$ cat config.mk
export PLATFORM = sky130hd
export DESIGN_NAME = usb_bus_reset_det
export DESIGN_NICKNAME = d
export VERILOG_FILES = /design/src/rtl/bre_pkg.sv /design/src/rtl/bre_line_sync.sv /design/src/rtl/bre_se0_qual.sv /design/src/rtl/bre_status_flag.sv /design/src/rtl/bre_wake_seq.sv /design/src/rtl/usb_bus_reset_det.sv
export SDC_FILE = /design/constraint.sdc
export NUM_CORES = 1
export LEC_CHECK = 0
export ABC_CLOCK_PERIOD_IN_PS = 3500
export BUFFER_PORTS_ARGS = -buffer_cell sky130_fd_sc_hd__buf_4
export CORE_AREA = 2 2 39 41
export CTS_CLUSTER_DIAMETER = 30
export DETAILED_ROUTE_END_ITERATION = 16
export DIE_AREA = 0 0 41 43
export GPL_TIMING_DRIVEN = 0
export SLEW_MARGIN = 10
export SYNTH_ARGS = -nofsm -noshare
export SYNTH_HDL_FRONTEND = slang
export SYNTH_SLANG_ARGS = --single-unit
export TNS_END_PERCENT = 1
$ cat constraint.sdc
create_clock -name clk -period 3.5 [get_ports clk]
set_clock_uncertainty 0.1 [all_clocks]
set_input_delay 0.175 -clock clk [delete_from_list [all_inputs] [get_ports clk]]
set_output_delay 0.175 -clock clk [all_outputs]
set_load 0.02 [all_outputs]
$ cat src/rtl/bre_pkg.sv
package bre_pkg;

    // Line state encoded as {dp, dm}
    typedef enum logic [1:0] {
        LS_SE0 = 2'b00,
        LS_K   = 2'b01,
        LS_J   = 2'b10,
        LS_SE1 = 2'b11
    } line_state_e;

    localparam int unsigned DEF_SYNC_STAGES = 2;
    localparam int unsigned DEF_TICKS_REQ   = 2;

endpackage

$ cat src/rtl/bre_line_sync.sv
module bre_line_sync
    import bre_pkg::*;
#(
    parameter int unsigned STAGES = DEF_SYNC_STAGES
) (
    input  logic        clk,
    input  logic        rst_n,
    input  logic        dp_i,
    input  logic        dm_i,
    output line_state_e state_o,
    output logic        se0_o
);

    typedef struct packed {
        logic [STAGES-1:0] dp;
        logic [STAGES-1:0] dm;
    } sync_t;

    sync_t sync_d, sync_q;

    generate
        if (STAGES == 1) begin : g_single
            always_comb begin
                sync_d    = sync_q;
                sync_d.dp = dp_i;
                sync_d.dm = dm_i;
            end
        end else begin : g_chain
            always_comb begin
                sync_d    = sync_q;
                sync_d.dp = {sync_q.dp[STAGES-2:0], dp_i};
                sync_d.dm = {sync_q.dm[STAGES-2:0], dm_i};
            end
        end
    endgenerate

    // Idle bus (J) on reset so no SE0 is seen before the lines are sampled
    always_ff @(posedge clk) begin
        if (!rst_n) begin
            sync_q.dp <= '1;
            sync_q.dm <= '0;
        end else begin
            sync_q <= sync_d;
        end
    end

    assign state_o = line_state_e'({sync_q.dp[STAGES-1], sync_q.dm[STAGES-1]});
    assign se0_o   = (state_o == LS_SE0);

endmodule

$ cat src/rtl/bre_se0_qual.sv
module bre_se0_qual
    import bre_pkg::*;
#(
    parameter int unsigned TICKS_REQ = DEF_TICKS_REQ
) (
    input  logic clk,
    input  logic rst_n,
    input  logic se0_i,
    input  logic tick_i,
    output logic det_o
);

    localparam int unsigned CW = $clog2(TICKS_REQ + 1);
    localparam logic [CW-1:0] FULL = CW'(TICKS_REQ);
    localparam logic [CW-1:0] LAST = CW'(TICKS_REQ - 1);

    typedef struct packed {
        logic [CW-1:0] cnt;
    } qual_t;

    qual_t qual_d, qual_q;
    logic  det;

    always_comb begin
        qual_d = qual_q;
        det    = 1'b0;
        if (!se0_i) begin
            qual_d.cnt = '0;
        end else if (tick_i && qual_q.cnt != FULL) begin
            qual_d.cnt = qual_q.cnt + CW'(1);
            det        = (qual_q.cnt == LAST);
        end
    end

    always_ff @(posedge clk) begin
        if (!rst_n) qual_q <= '0;
        else        qual_q <= qual_d;
    end

    assign det_o = det;


    det_needs_tick_chk: assert property (@(posedge clk) disable iff (!rst_n)
        det |-> (se0_i && tick_i));


    glitch_restart_chk: assert property (@(posedge clk) disable iff (!rst_n)
        !se0_i |=> !det);


    single_det_chk: assert property (@(posedge clk) disable iff (!rst_n)
        det |=> !det);

endmodule

$ cat src/rtl/bre_status_flag.sv
module bre_status_flag (
    input  logic clk,
    input  logic rst_n,
    input  logic det_i,
    input  logic wr_i,
    input  logic wr_data_i,
    output logic flag_o
);

    typedef struct packed {
        logic flag;
    } flag_t;

    flag_t flag_d, flag_q;

    always_comb begin
        flag_d = flag_q;
        if (det_i)                  flag_d.flag = 1'b1;
        else if (wr_i && !wr_data_i) flag_d.flag = 1'b0;
    end

    always_ff @(posedge clk) begin
        if (!rst_n) flag_q <= '0;
        else        flag_q <= flag_d;
    end

    assign flag_o = flag_q.flag;


    flag_sticky_chk: assert property (@(posedge clk) disable iff (!rst_n)
        (flag_q.flag && !(wr_i && !wr_data_i)) |=> flag_q.flag);


    set_wins_chk: assert property (@(posedge clk) disable iff (!rst_n)
        det_i |=> flag_q.flag);

endmodule

$ cat src/rtl/bre_wake_seq.sv
module bre_wake_seq (
    input  logic clk,
    input  logic rst_n,
    input  logic det_i,
    input  logic suspended_i,
    input  logic se0_i,
    output logic wake_o,
    output logic hold_o
);

    typedef struct packed {
        logic wake;
        logic hold;
    } seq_t;

    seq_t seq_d, seq_q;

    always_comb begin
        seq_d      = seq_q;
        seq_d.wake = det_i && suspended_i;
        seq_d.hold = det_i || (seq_q.hold && se0_i);
    end

    always_ff @(posedge clk) begin
        if (!rst_n) seq_q <= '0;
        else        seq_q <= seq_d;
    end

    assign wake_o = seq_q.wake;
    assign hold_o = seq_q.hold;


    wake_pulse_chk: assert property (@(posedge clk) disable iff (!rst_n)
        seq_q.wake |=> !seq_q.wake);


    wake_only_suspended_chk: assert property (@(posedge clk) disable iff (!rst_n)
        (det_i && !suspended_i) |=> !seq_q.wake);


    hold_release_chk: assert property (@(posedge clk) disable iff (!rst_n)
        (!se0_i && !det_i) |=> !seq_q.hold);

endmodule

$ cat src/rtl/usb_bus_reset_det.sv
module usb_bus_reset_det
    import bre_pkg::*;
#(
    parameter int unsigned SYNC_STAGES = DEF_SYNC_STAGES,
    parameter int unsigned TICKS_REQ   = DEF_TICKS_REQ
) (
    input  logic clk,
    input  logic rst_n,
    input  logic line_dp,
    input  logic line_dm,
    input  logic tick_8us,
    input  logic suspended,
    input  logic flag_wr,
    input  logic flag_wr_data,
    output logic reset_flag,
    output logic suspend_clear,
    output logic osc_restart,
    output logic cpu_hold
);

    line_state_e line_state;
    logic        se0;
    logic        det;
    logic        wake;

    bre_line_sync #(.STAGES(SYNC_STAGES)) u_sync (
        .clk     (clk),
        .rst_n   (rst_n),
        .dp_i    (line_dp),
        .dm_i    (line_dm),
        .state_o (line_state),
        .se0_o   (se0)
    );

    bre_se0_qual #(.TICKS_REQ(TICKS_REQ)) u_qual (
        .clk    (clk),
        .rst_n  (rst_n),
        .se0_i  (se0),
        .tick_i (tick_8us),
        .det_o  (det)
    );

    bre_status_flag u_flag (
        .clk       (clk),
        .rst_n     (rst_n),
        .det_i     (det),
        .wr_i      (flag_wr),
        .wr_data_i (flag_wr_data),
        .flag_o    (reset_flag)
    );

    bre_wake_seq u_wake (
        .clk         (clk),
        .rst_n       (rst_n),
        .det_i       (det),
        .suspended_i (suspended),
        .se0_i       (se0),
        .wake_o      (wake),
        .hold_o      (cpu_hold)
    );

    assign suspend_clear = wake;
    assign osc_restart   = wake;


    se0_only_chk: assert property (@(posedge clk) disable iff (!rst_n)
        det |-> (line_state == LS_SE0));


    reset_quiet_chk: assert property (@(posedge clk)
        !rst_n |=> (!reset_flag && !cpu_hold && !suspend_clear));

endmodule

# After elaboration in Yosys (flattened, before gate mapping)
# Cells that the tools add are included.
# totals
ff_bits,9
wordCells,22
inputBits,8
output_inout_bits,4
# op_classes
add_sub_neg,1
eq_ne,2
n_reduce_logical,9
muxes,4
# ops
operator,n
$logic_and 1x1->1,4
$mux 1,4
$add 2x1->2 const B,1
$eq 2x1->1 const B,1
$logic_not 2->1,1
$ne 2x2->1 const B,1
$reduce_and 2->1,1
$reduce_bool 2->1,1
$logic_not 1->1,1
$logic_or 1x1->1,1

# Logic depth before layout (Yosys ltp)
# Gate-level depths: netlist of run 1.
# logic_depth
depth_word,5
ltp_mapped,5

# Modules after synthesis
# From an unflattened synthesis of run 1, not the netlist that was laid out.
# hier_totals
hier_cells,32
area_unflattened_um2,329.1
# by_module_without_submodules
mod,cells_each,area_per_inst_um2,instances
bre_se0_qual,13,113.9,1
bre_line_sync,9,108.9,1
bre_wake_seq,5,57.6,1
bre_status_flag,4,41.3,1
usb_bus_reset_det,1,7.5,1

# Worst setup path before layout of run 1
# Ideal clock, no wire load.
# synth_path
path_kind,flip-flop to flip-flop
from,reg u_qual.qual_q[0] (netlist bit)
to,"reg u_wake.seq_q, in the netlist u_wake.wake_o"
t_arrival_ns,1.065
period_less_slack_ns,1.223
setup_ns,0.059
path_slack_ns,2.277
required_time_ns,3.341
n_path_buf,0
path_stages_with_launch,6
cell_sequence,dfxtp_1 -> inv_1 -> ha_1 -> nor2b_4 -> and4_1 -> and2_1
# synth_via
elab_chain_len,5
# synth_rtl
element,line_no,source
from (decl),bre_se0_qual.sv:21,"qual_t qual_d, qual_q;"
from (signal assigned),bre_se0_qual.sv:37,else qual_q <= qual_d;
$ne 2x2->1,bre_se0_qual.sv:29,end else if (tick_i && qual_q.cnt != FULL) begin
$logic_and 1x1->1,bre_se0_qual.sv:29,
$mux 1 (*),bre_se0_qual.sv:29,
$mux 1 (*),bre_se0_qual.sv:27,if (!se0_i) begin
$logic_and 1x1->1 (*),bre_wake_seq.sv:20,seq_d.wake = det_i && suspended_i;
to (signal assigned),bre_wake_seq.sv:26,else seq_q <= seq_d;
to (decl),bre_wake_seq.sv:16,"seq_t seq_d, seq_q;"
# Mark *: on every way between the ends. The rest lies on a longest branch, timed or not.
# A chain may end at the register's enable or synchronous reset.

# Worst setup path after layout of run 1
# Same ends and word-level chain as after synthesis.

==> metrics.txt, run 1 <==
status=completed; vias in the first global route=203; number of max-cap violations=0; final setup violation count=0; Setup crit start kind=register; final instance area=460 µm²; CP arrival=1.39 ns; critical path endpoint category=register; port buffer count=11; synth cell count leaders=dfxtp_1 (9), and2_1 (3), nand2b_1 (3), nor2_1 (3); Reg clk slew, reported paths=0.06 ns; LEAKAGE=0.203 nW; row cnt=14; library cells used by synthesis=15; CTS Buf Count=3; DIE WIDTH=41 µm; starting density of the core=0.240; Setup TNS=0 ns; Top FF cell, synth=dfxtp_1; initial antenna violation count=0; die area=0.00176 mm²; core area=0.00138 mm²; largest area contributor in the netlist=dfxtp_1; Area after DPL=434 µm²; DIE HEIGHT=43 µm; CTS tree=built; worst-skew pair later-pin latency=0.26 ns; clock sink total=9; min-delay src=line_dp; Area contributors post-synth=dfxtp_1 (54%), ha_1 (7.5%), and2_1 (5.7%); reg2reg setup slack=2.22 ns; path depth of the worst reg2reg path=5; actual slew at the worst max-slew pin=0.162 ns; most frequent cell after synthesis=dfxtp_1; drt drc=0; Crit Path Max Fanout=5; Mapped Nets=41; maximum level of the CTS H-tree=1; Hold EP=u_sync.sync_d[3]; Final nets=57; routed via count=249; cell area after synthesis=332 µm²; GPL Wtd Cong=0.629; fin crit share=0.367; Cell Chain, Critical Path=inv_1 -> ha_1 -> nor2b_4 -> and4_1 -> and2_1; fmax=778 MHz; post-CTS setup buffer count=0; largest net degree at the start of global routing=8; vias per inst=4.02; gr usage total=0.0676; Slew Viols, Final=0; power density over the cells=425 mW/mm²; crit path time final=1.28 ns; # diodes=0; hold depth=2; Final Hold Fails=0; Hold-fix buffers, CTS=0; FF-to-FF Start=u_qual.qual_q[0]; clock root buffer=clkbuf_4; asr flop ratio synth=0; layout cells sized above 1=0.370; RSZ-0062 raised after global routing=no; First-pass DRT Iterations=2; Critical R2R Capture=u_wake.wake_o; Crit path required time=3.60 ns; mean routed wirelength per cell=7.29 µm; antenna viol nets, final=0; number of synthesized flops with an enable pin=0; I/O Pins=12; share of the synthesized area in the top cell type=0.543; CP max-delay cell=dfxtp_1; Post-Place Cells=58; Syn-to-layout area delta=38.9%; Initial DRC Count=1; sequential-to-total area share from yosys stat=0.543; max_slew headroom=0.892; Max Root-Sink Buffers=2; synth warn=0; Setup CP Type=reg -> reg; Worst Hold Class=in -> reg; synthesized area per cell=10.7 µm²; Routed Wire Length=452 µm; GRT overflow=0; max incr delay on CP=0.36 ns; CTS resizes=0; post-synthesis cell count=31; Finished Layout Cells=62; first-pass GRT wire length=759 µm; Peak VDD IR=0.183 mV; register bit total from synthesis=9
layout by cell type (no fill, tap or decap), drive strengths merged, types with 2 or more instances in the layout:
cell and instances:
nand2b 3, clkbuf 4, and2 3, buf 12, inv 2, dfxtp 9, ha 2, nor2 4
per-layer routing:
metal  track usage  wire length, µm
met1        0.0752              179
met2        0.0906              227
met3        0.0628               45
met4        0.0200                0
met5             0                0
kinds of logic (layout without fill, tap and decap cells):
family / after synthesis / count (layout) / synth area share
buffers and inverters: 3 / 18 / 0.0453
xor gates and xnor gates: 1 / 1 / 0.0264
DFF: 9 / 9 / 0.543
AOI/OAI and AO/OA: 3 / 3 / 0.0641
adders and majority gates: 2 / 2 / 0.0755
and+or+nand+nor: 13 / 13 / 0.245
sequential cells by signal (all words and copies together) (netlist names):
signal and cells:
u_qual.qual_q 2, u_sync.sync_d 2, u_flag.flag_o 1, u_wake.wake_o 1, u_wake.hold_o 1, u_sync.state_o 2
report_power, final:
group          switching (mW)  internal (mW)  total (mW)
registers            0.000803          0.105       0.106
clock network          0.0333         0.0437      0.0770
logic                 0.00415        0.00855      0.0127
total                  0.0382          0.157       0.195
cell type report:
cell class,instances,area (µm²)
buffer,1,7.51
clock buffer,4,26.3
fill,151,923
inverter,2,7.51
multi-input combinational,19,136
sequential,9,180
tap,16,20.0
timing repair buffer,11,82.6
worst max-delay path by stage:
stage	from	slack, ns	cells after the start	to
global route	u_qual.qual_q[0]	2.11	5	u_wake.wake_o
finish	u_qual.qual_q[0]	2.22	5	u_wake.wake_o
detailed placement	u_qual.qual_q[0]	2.21	5	u_wake.wake_o
global placement	u_qual.qual_q[0]	2.21	5	u_wake.wake_o
CTS	u_qual.qual_q[0]	2.20	5	u_wake.wake_o
floorplan	u_qual.qual_q[0]	2.28	5	u_wake.wake_o
worst max-delay path, delay by kind of cell (launching register included):
kind                       cells  cell delay (ns)
DFF                            1             0.36
and+or+nand+nor                3             0.50
buffers and inverters          1             0.06
adders and majority gates      1             0.22
stage by stage:
stage,total power [mW],hold WS (ns),utilization,setup slack (ns)
after floorplan,0.114,0.148,-,2.28
after detailed placement,0.121,0.267,0.314,2.21
after global routing,0.207,0.00266,0.333,2.11
final,0.195,0.00455,0.333,2.22
after global placement,0.121,0.259,0.314,2.21
after CTS,0.200,0.00170,0.333,2.20
Note: power is estimated with default switching activity, not from simulation.
==> run 2, diff against run 1 <==
ABC_CLOCK_PERIOD_IN_PS = 1150   (was 3500)
clock period = 1.15 ns   (was 3.5 ns; I/O delays follow)
==> metrics.txt, run 2 (synthesized netlist as in run 1, its figures left out) <==
status=finished, violations left; failing checks=setup timing; reg2reg setup slack=-0.02 ns; drt drc=0; mean routed wirelength per cell=8.35 µm; First-pass DRT Iterations=2; final setup violation count=3; Crit path required time=1.20 ns; CTS tree=built; DIE HEIGHT=43 µm; commonest non-fill, non-tap cells in the layout=buf_4 (14), dfxtp_1 (7), dlygate4sd3_1 (4); Hold EP=u_flag.flag_o; Max Root-Sink Buffers=2; fin crit share=1.02; Final Hold Fails=0; I/O Pins=12; core area=0.00138 mm²; Crit Path Max Fanout=3; Peak VDD IR=0.615 mV; initial antenna violation count=0; routed via count=261; Setup crit start kind=register; max_slew headroom=0.869; Area after DPL=438 µm²; clock sink total=9; vias per inst=3.84; die area=0.00176 mm²; CTS Buf Count=3; gr usage total=0.0859; maximum level of the CTS H-tree=1; Setup CP Type=reg -> reg; DIE WIDTH=41 µm; LEAKAGE=0.232 nW; Syn-to-layout area delta=60.8%; clock root buffer=clkbuf_4; path depth of the worst reg2reg path=4; Final nets=63; M1 WL=231 µm; power density over the cells=1150 mW/mm²; hold depth=3; DR WL met2=283 µm; final instance area=533 µm²; starting density of the core=0.240; FF-to-FF Start=u_qual.qual_q[1]; actual slew at the worst max-slew pin=0.196 ns; fmax=853 MHz; number of max-cap violations=0; final worst slack=-0.0229 ns; crit path time final=1.17 ns; Top Layer Used=met3; Pwr Total=0.615 mW; port buffer count=11; critical path endpoint category=register; # diodes=0; layout cells sized above 1=0.442; crit path from=u_qual.qual_q[1]; Slew Viols, Final=0; Reg clk slew, reported paths=0.06 ns; largest net degree at the start of global routing=8; vias in the first global route=259; commonest non-fill, non-tap cell in the layout=buf_4; RSZ-0062 raised after global routing=yes; Initial DRC Count=1; antenna viol nets, final=0; GRT overflow=0; min-delay src=flag_wr_data; Routed Wire Length=568 µm; Critical R2R Capture=u_flag.flag_o; GPL Wtd Cong=0.655; row cnt=14; Setup TNS=-0.0351 ns; worst-skew pair later-pin latency=0.26 ns; Worst Hold Class=in -> reg; first-pass GRT wire length=924 µm; met3 wire length=53 µm; CP arrival=1.22 ns; hpwl dp=350 µm
==> run 2: worst max-delay path by stage <==
stage	endpoint	depth (start not counted)	slack, ns
after floorplan	u_wake.wake_o	5	0.008
after CTS	u_wake.wake_o	5	-0.009
after global placement	u_wake.wake_o	5	-0.06
final	u_flag.flag_o	4	-0.02
after global routing	u_qual.qual_q[0]	6	-0.08
after detailed placement	u_wake.wake_o	5	-0.07
==> run 2: report_power, final <==
group	switching [mW]	internal (mW)	total (mW)	leakage, nW
sequential	0.00282	0.317	0.320	0.0748
combinational	0.0163	0.0384	0.0547	0.142
clock	0.107	0.133	0.240	0.0150
total	0.126	0.489	0.615	0.232
==> run 2: repair_timing <==
item	CTS	global route
gates cloned	0	0
buffers inserted	2	0
hold buffers	4	0
pin swaps	3	1
hold endpoints to repair	6	0
gates resized for setup	3	1
endpoints found under the setup margin	3	4
==> run 2: critical path: stages, from the launching register on <==
cell and delay, ns:
dfxtp_4 0.37, inv_1 0.04, ha_1 0.18, and4_1 0.19, a31o_1 0.18
==> run 2: per-layer routing <==
metal  vias to the layer above  global-route usage
li1                        140                   -
met1                       109              0.0787
met2                        12               0.125
met3                         0              0.0628
met4                         0              0.0600
met5                         -                   0
==> run 2: per-stage QoR <==
step                      setup slack [ns]  utilization  cells  hold WS (ns)
after floorplan                    0.00844            -     31        0.0305
after global placement             -0.0604        0.316     58         0.140
after detailed placement           -0.0661        0.316     58         0.145
after CTS                         -0.00929        0.383     68        0.0174
after global routing               -0.0836        0.385     68        0.0258
final                              -0.0229        0.385     68        0.0253
==> run 2: final cells by class <==
| class | instances | area (µm²) |
|---|---|---|
| multi-input cells | 19 | 149 |
| inverters | 2 | 7.51 |
| flip-flops and latches | 9 | 185 |
| well taps | 16 | 20.0 |
| fillers | 141 | 851 |
| repair buffers | 17 | 138 |
| clock buffers | 4 | 26.3 |
| plain buffers | 1 | 7.51 |
==> run 3, diff against run 2 <==
ABC_AREA = 1   (was not set)
==> metrics.txt, run 3 <==
first-pass GRT wire length=986 µm; final setup violation count=0; crit path from=u_qual.qual_q[0]; starting density of the core=0.257; register bit total from synthesis=9; reg2reg setup slack=0.08 ns; clock root buffer=clkbuf_4; share of the synthesized area in the top cell type=0.507; Area after DPL=458 µm²; CP arrival=1.13 ns; most frequent cell after synthesis=inv_1; path depth of the worst reg2reg path=5; DIE WIDTH=41 µm; Slew Viols, Final=0; status=completed; Reg clk slew, reported paths=0.07 ns; CTS Buf Count=3; GPL Wtd Cong=0.666; library cells used by synthesis=10; Place WS=-0.0408 ns; clock sink total=9; routed via count=341; row cnt=14; Final nets=81; CTS tree=built; fin crit share=0.931; crit path time final=1.07 ns; Critical R2R Capture=u_qual.qual_q[1]; Peak VDD IR=0.423 mV; Mapped Nets=57; Syn-to-layout area delta=62.3%; Worst Hold Class=reg -> reg; final worst slack=0.0798 ns; Final Hold Fails=0; Crit Path Max Fanout=4; commonest non-fill, non-tap cells in the layout=buf_4 (13), inv_1 (11), nand2_1 (9), dfxtp_1 (8), dlygate4sd3_1 (7); Top FF cell, synth=dfxtp_1; synthesized area per cell=7.56 µm²; die area=0.00176 mm²; core area=0.00138 mm²; GRT overflow=0; Routed Wire Length=635 µm; Setup crit start kind=register; Setup CP Type=reg -> reg; Post-Place Cells=74; layout cells sized above 1=0.300; Finished Layout Cells=86; actual slew at the worst max-slew pin=0.110 ns; synth cell count leaders=inv_1 (11), dfxtp_1 (9), nand2_1 (9), nor2_1 (7), nand3_1 (5); largest area contributor in the netlist=dfxtp_1; asr flop ratio synth=0; Crit path required time=1.21 ns; port buffer count=11; min-delay src=u_sync.sync_d[3]; sequential-to-total area share from yosys stat=0.507; Max Root-Sink Buffers=2; LEAKAGE=0.286 nW; RSZ-0062 raised after global routing=no; gr usage total=0.0886; number of max-cap violations=0; vias in the first global route=262; critical path endpoint category=register; Hold EP=u_sync.state_o[1]; Initial DRC Count=1; hold depth=2; I/O Pins=12; cell area after synthesis=355 µm²; drt drc=0; worst-skew pair later-pin latency=0.26 ns; fmax=934 MHz; maximum level of the CTS H-tree=1; max_slew headroom=0.926; commonest non-fill, non-tap cell in the layout=buf_4; post-synthesis cell count=47; hpwl dp=451 µm; FF-to-FF Start=u_qual.qual_q[0]; Area contributors post-synth=dfxtp_1 (51%), inv_1 (12%), nand2_1 (9.5%); initial antenna violation count=0; # diodes=0; vias per inst=3.97; antenna viol nets, final=0; final instance area=577 µm²; number of synthesized flops with an enable pin=0; mean routed wirelength per cell=7.38 µm; First-pass DRT Iterations=2; largest net degree at the start of global routing=8; power density over the cells=1090 mW/mm²; DIE HEIGHT=43 µm; synth warn=0
## run 3: cell types whose count changed after synthesis, sizes merged
cell and change:
and2 -3, o21ai +1, a211oi -1, nand2 +8, nand2b -3, nand3 +5
nor2b -1, xnor2 -1, and4 -1, a31o -1, inv +9, nor2 +4
## run 3: cell type report
| cell class | count | area (µm²) |
|---|---|---|
| timing repair buffer | 19 | 160 |
| clock buffer | 3 | 22.5 |
| sequential | 9 | 184 |
| tap | 16 | 20.0 |
| fill | 144 | 807 |
| inverter | 11 | 41.3 |
| multi-input combinational | 26 | 136 |
| buffer | 1 | 7.51 |
| clock inverter | 1 | 5.00 |
## run 3: stage by stage
step	power (mW)	util	setup TNS, ns	hold slack, ns
finish	0.629	0.417	0	0.303
global route	0.670	0.417	0	0.326
CTS	0.634	0.404	0	0.304
detailed placement	0.372	0.331	-0.0740	0.132
global placement	0.370	0.331	0	0.127
floorplan	0.346	-	0	0.0262
## run 3: worst max-delay path, stage by stage, from the launching register on
cell and delay [ns]:
dfxtp_4 0.36, inv_1 0.04, ha_2 0.30, nand3_1 0.07
nand2_1 0.07, nor2_1 0.04
## run 3: worst max-delay path by stage
stage | to | depth (start not counted)
5_1_grt | u_flag.flag_o | 5
4_1_cts | u_flag.flag_o | 5
3_5_place_dp | u_wake.wake_o | 5
6_report | u_qual.qual_q[1] | 5
3_3_place_gp | u_wake.wake_o | 5
2_1_floorplan | u_wake.wake_o | 5
## run 3: power by group
part / switching (mW) / total (mW) / internal, mW
Sequential: 0.00322 / 0.321 / 0.317
Clock: 0.116 / 0.244 / 0.128
Combinational: 0.0238 / 0.0644 / 0.0406
Total: 0.143 / 0.629 / 0.486
## run 3: repair_timing
item | 4_1_cts | 5_1_grt
cloned | 0 | 0
setup endpoints to repair | 4 | 5
endpoints found under the hold margin | 7 | 0
resized for setup | 2 | 4
hold buffers | 7 | 0
pin swaps | 0 | 3
setup buffers | 0 | 1
## run 3: logic make-up after synthesis
| kind of cell | share of synthesized area |
|---|---|
| buf+inv | 0.137 |
| compound gates | 0.0281 |
| simple gates | 0.257 |
| flops | 0.507 |
| fa+ha+maj | 0.0704 |
## run 3: metal layers
metal | GRT usage | share of wire
met1 | 0.0909 | 0.44
met2 | 0.131 | 0.48
met3 | 0.0314 | 0.060
met5 | 0 | 0
met4 | 0.0800 | 0.017
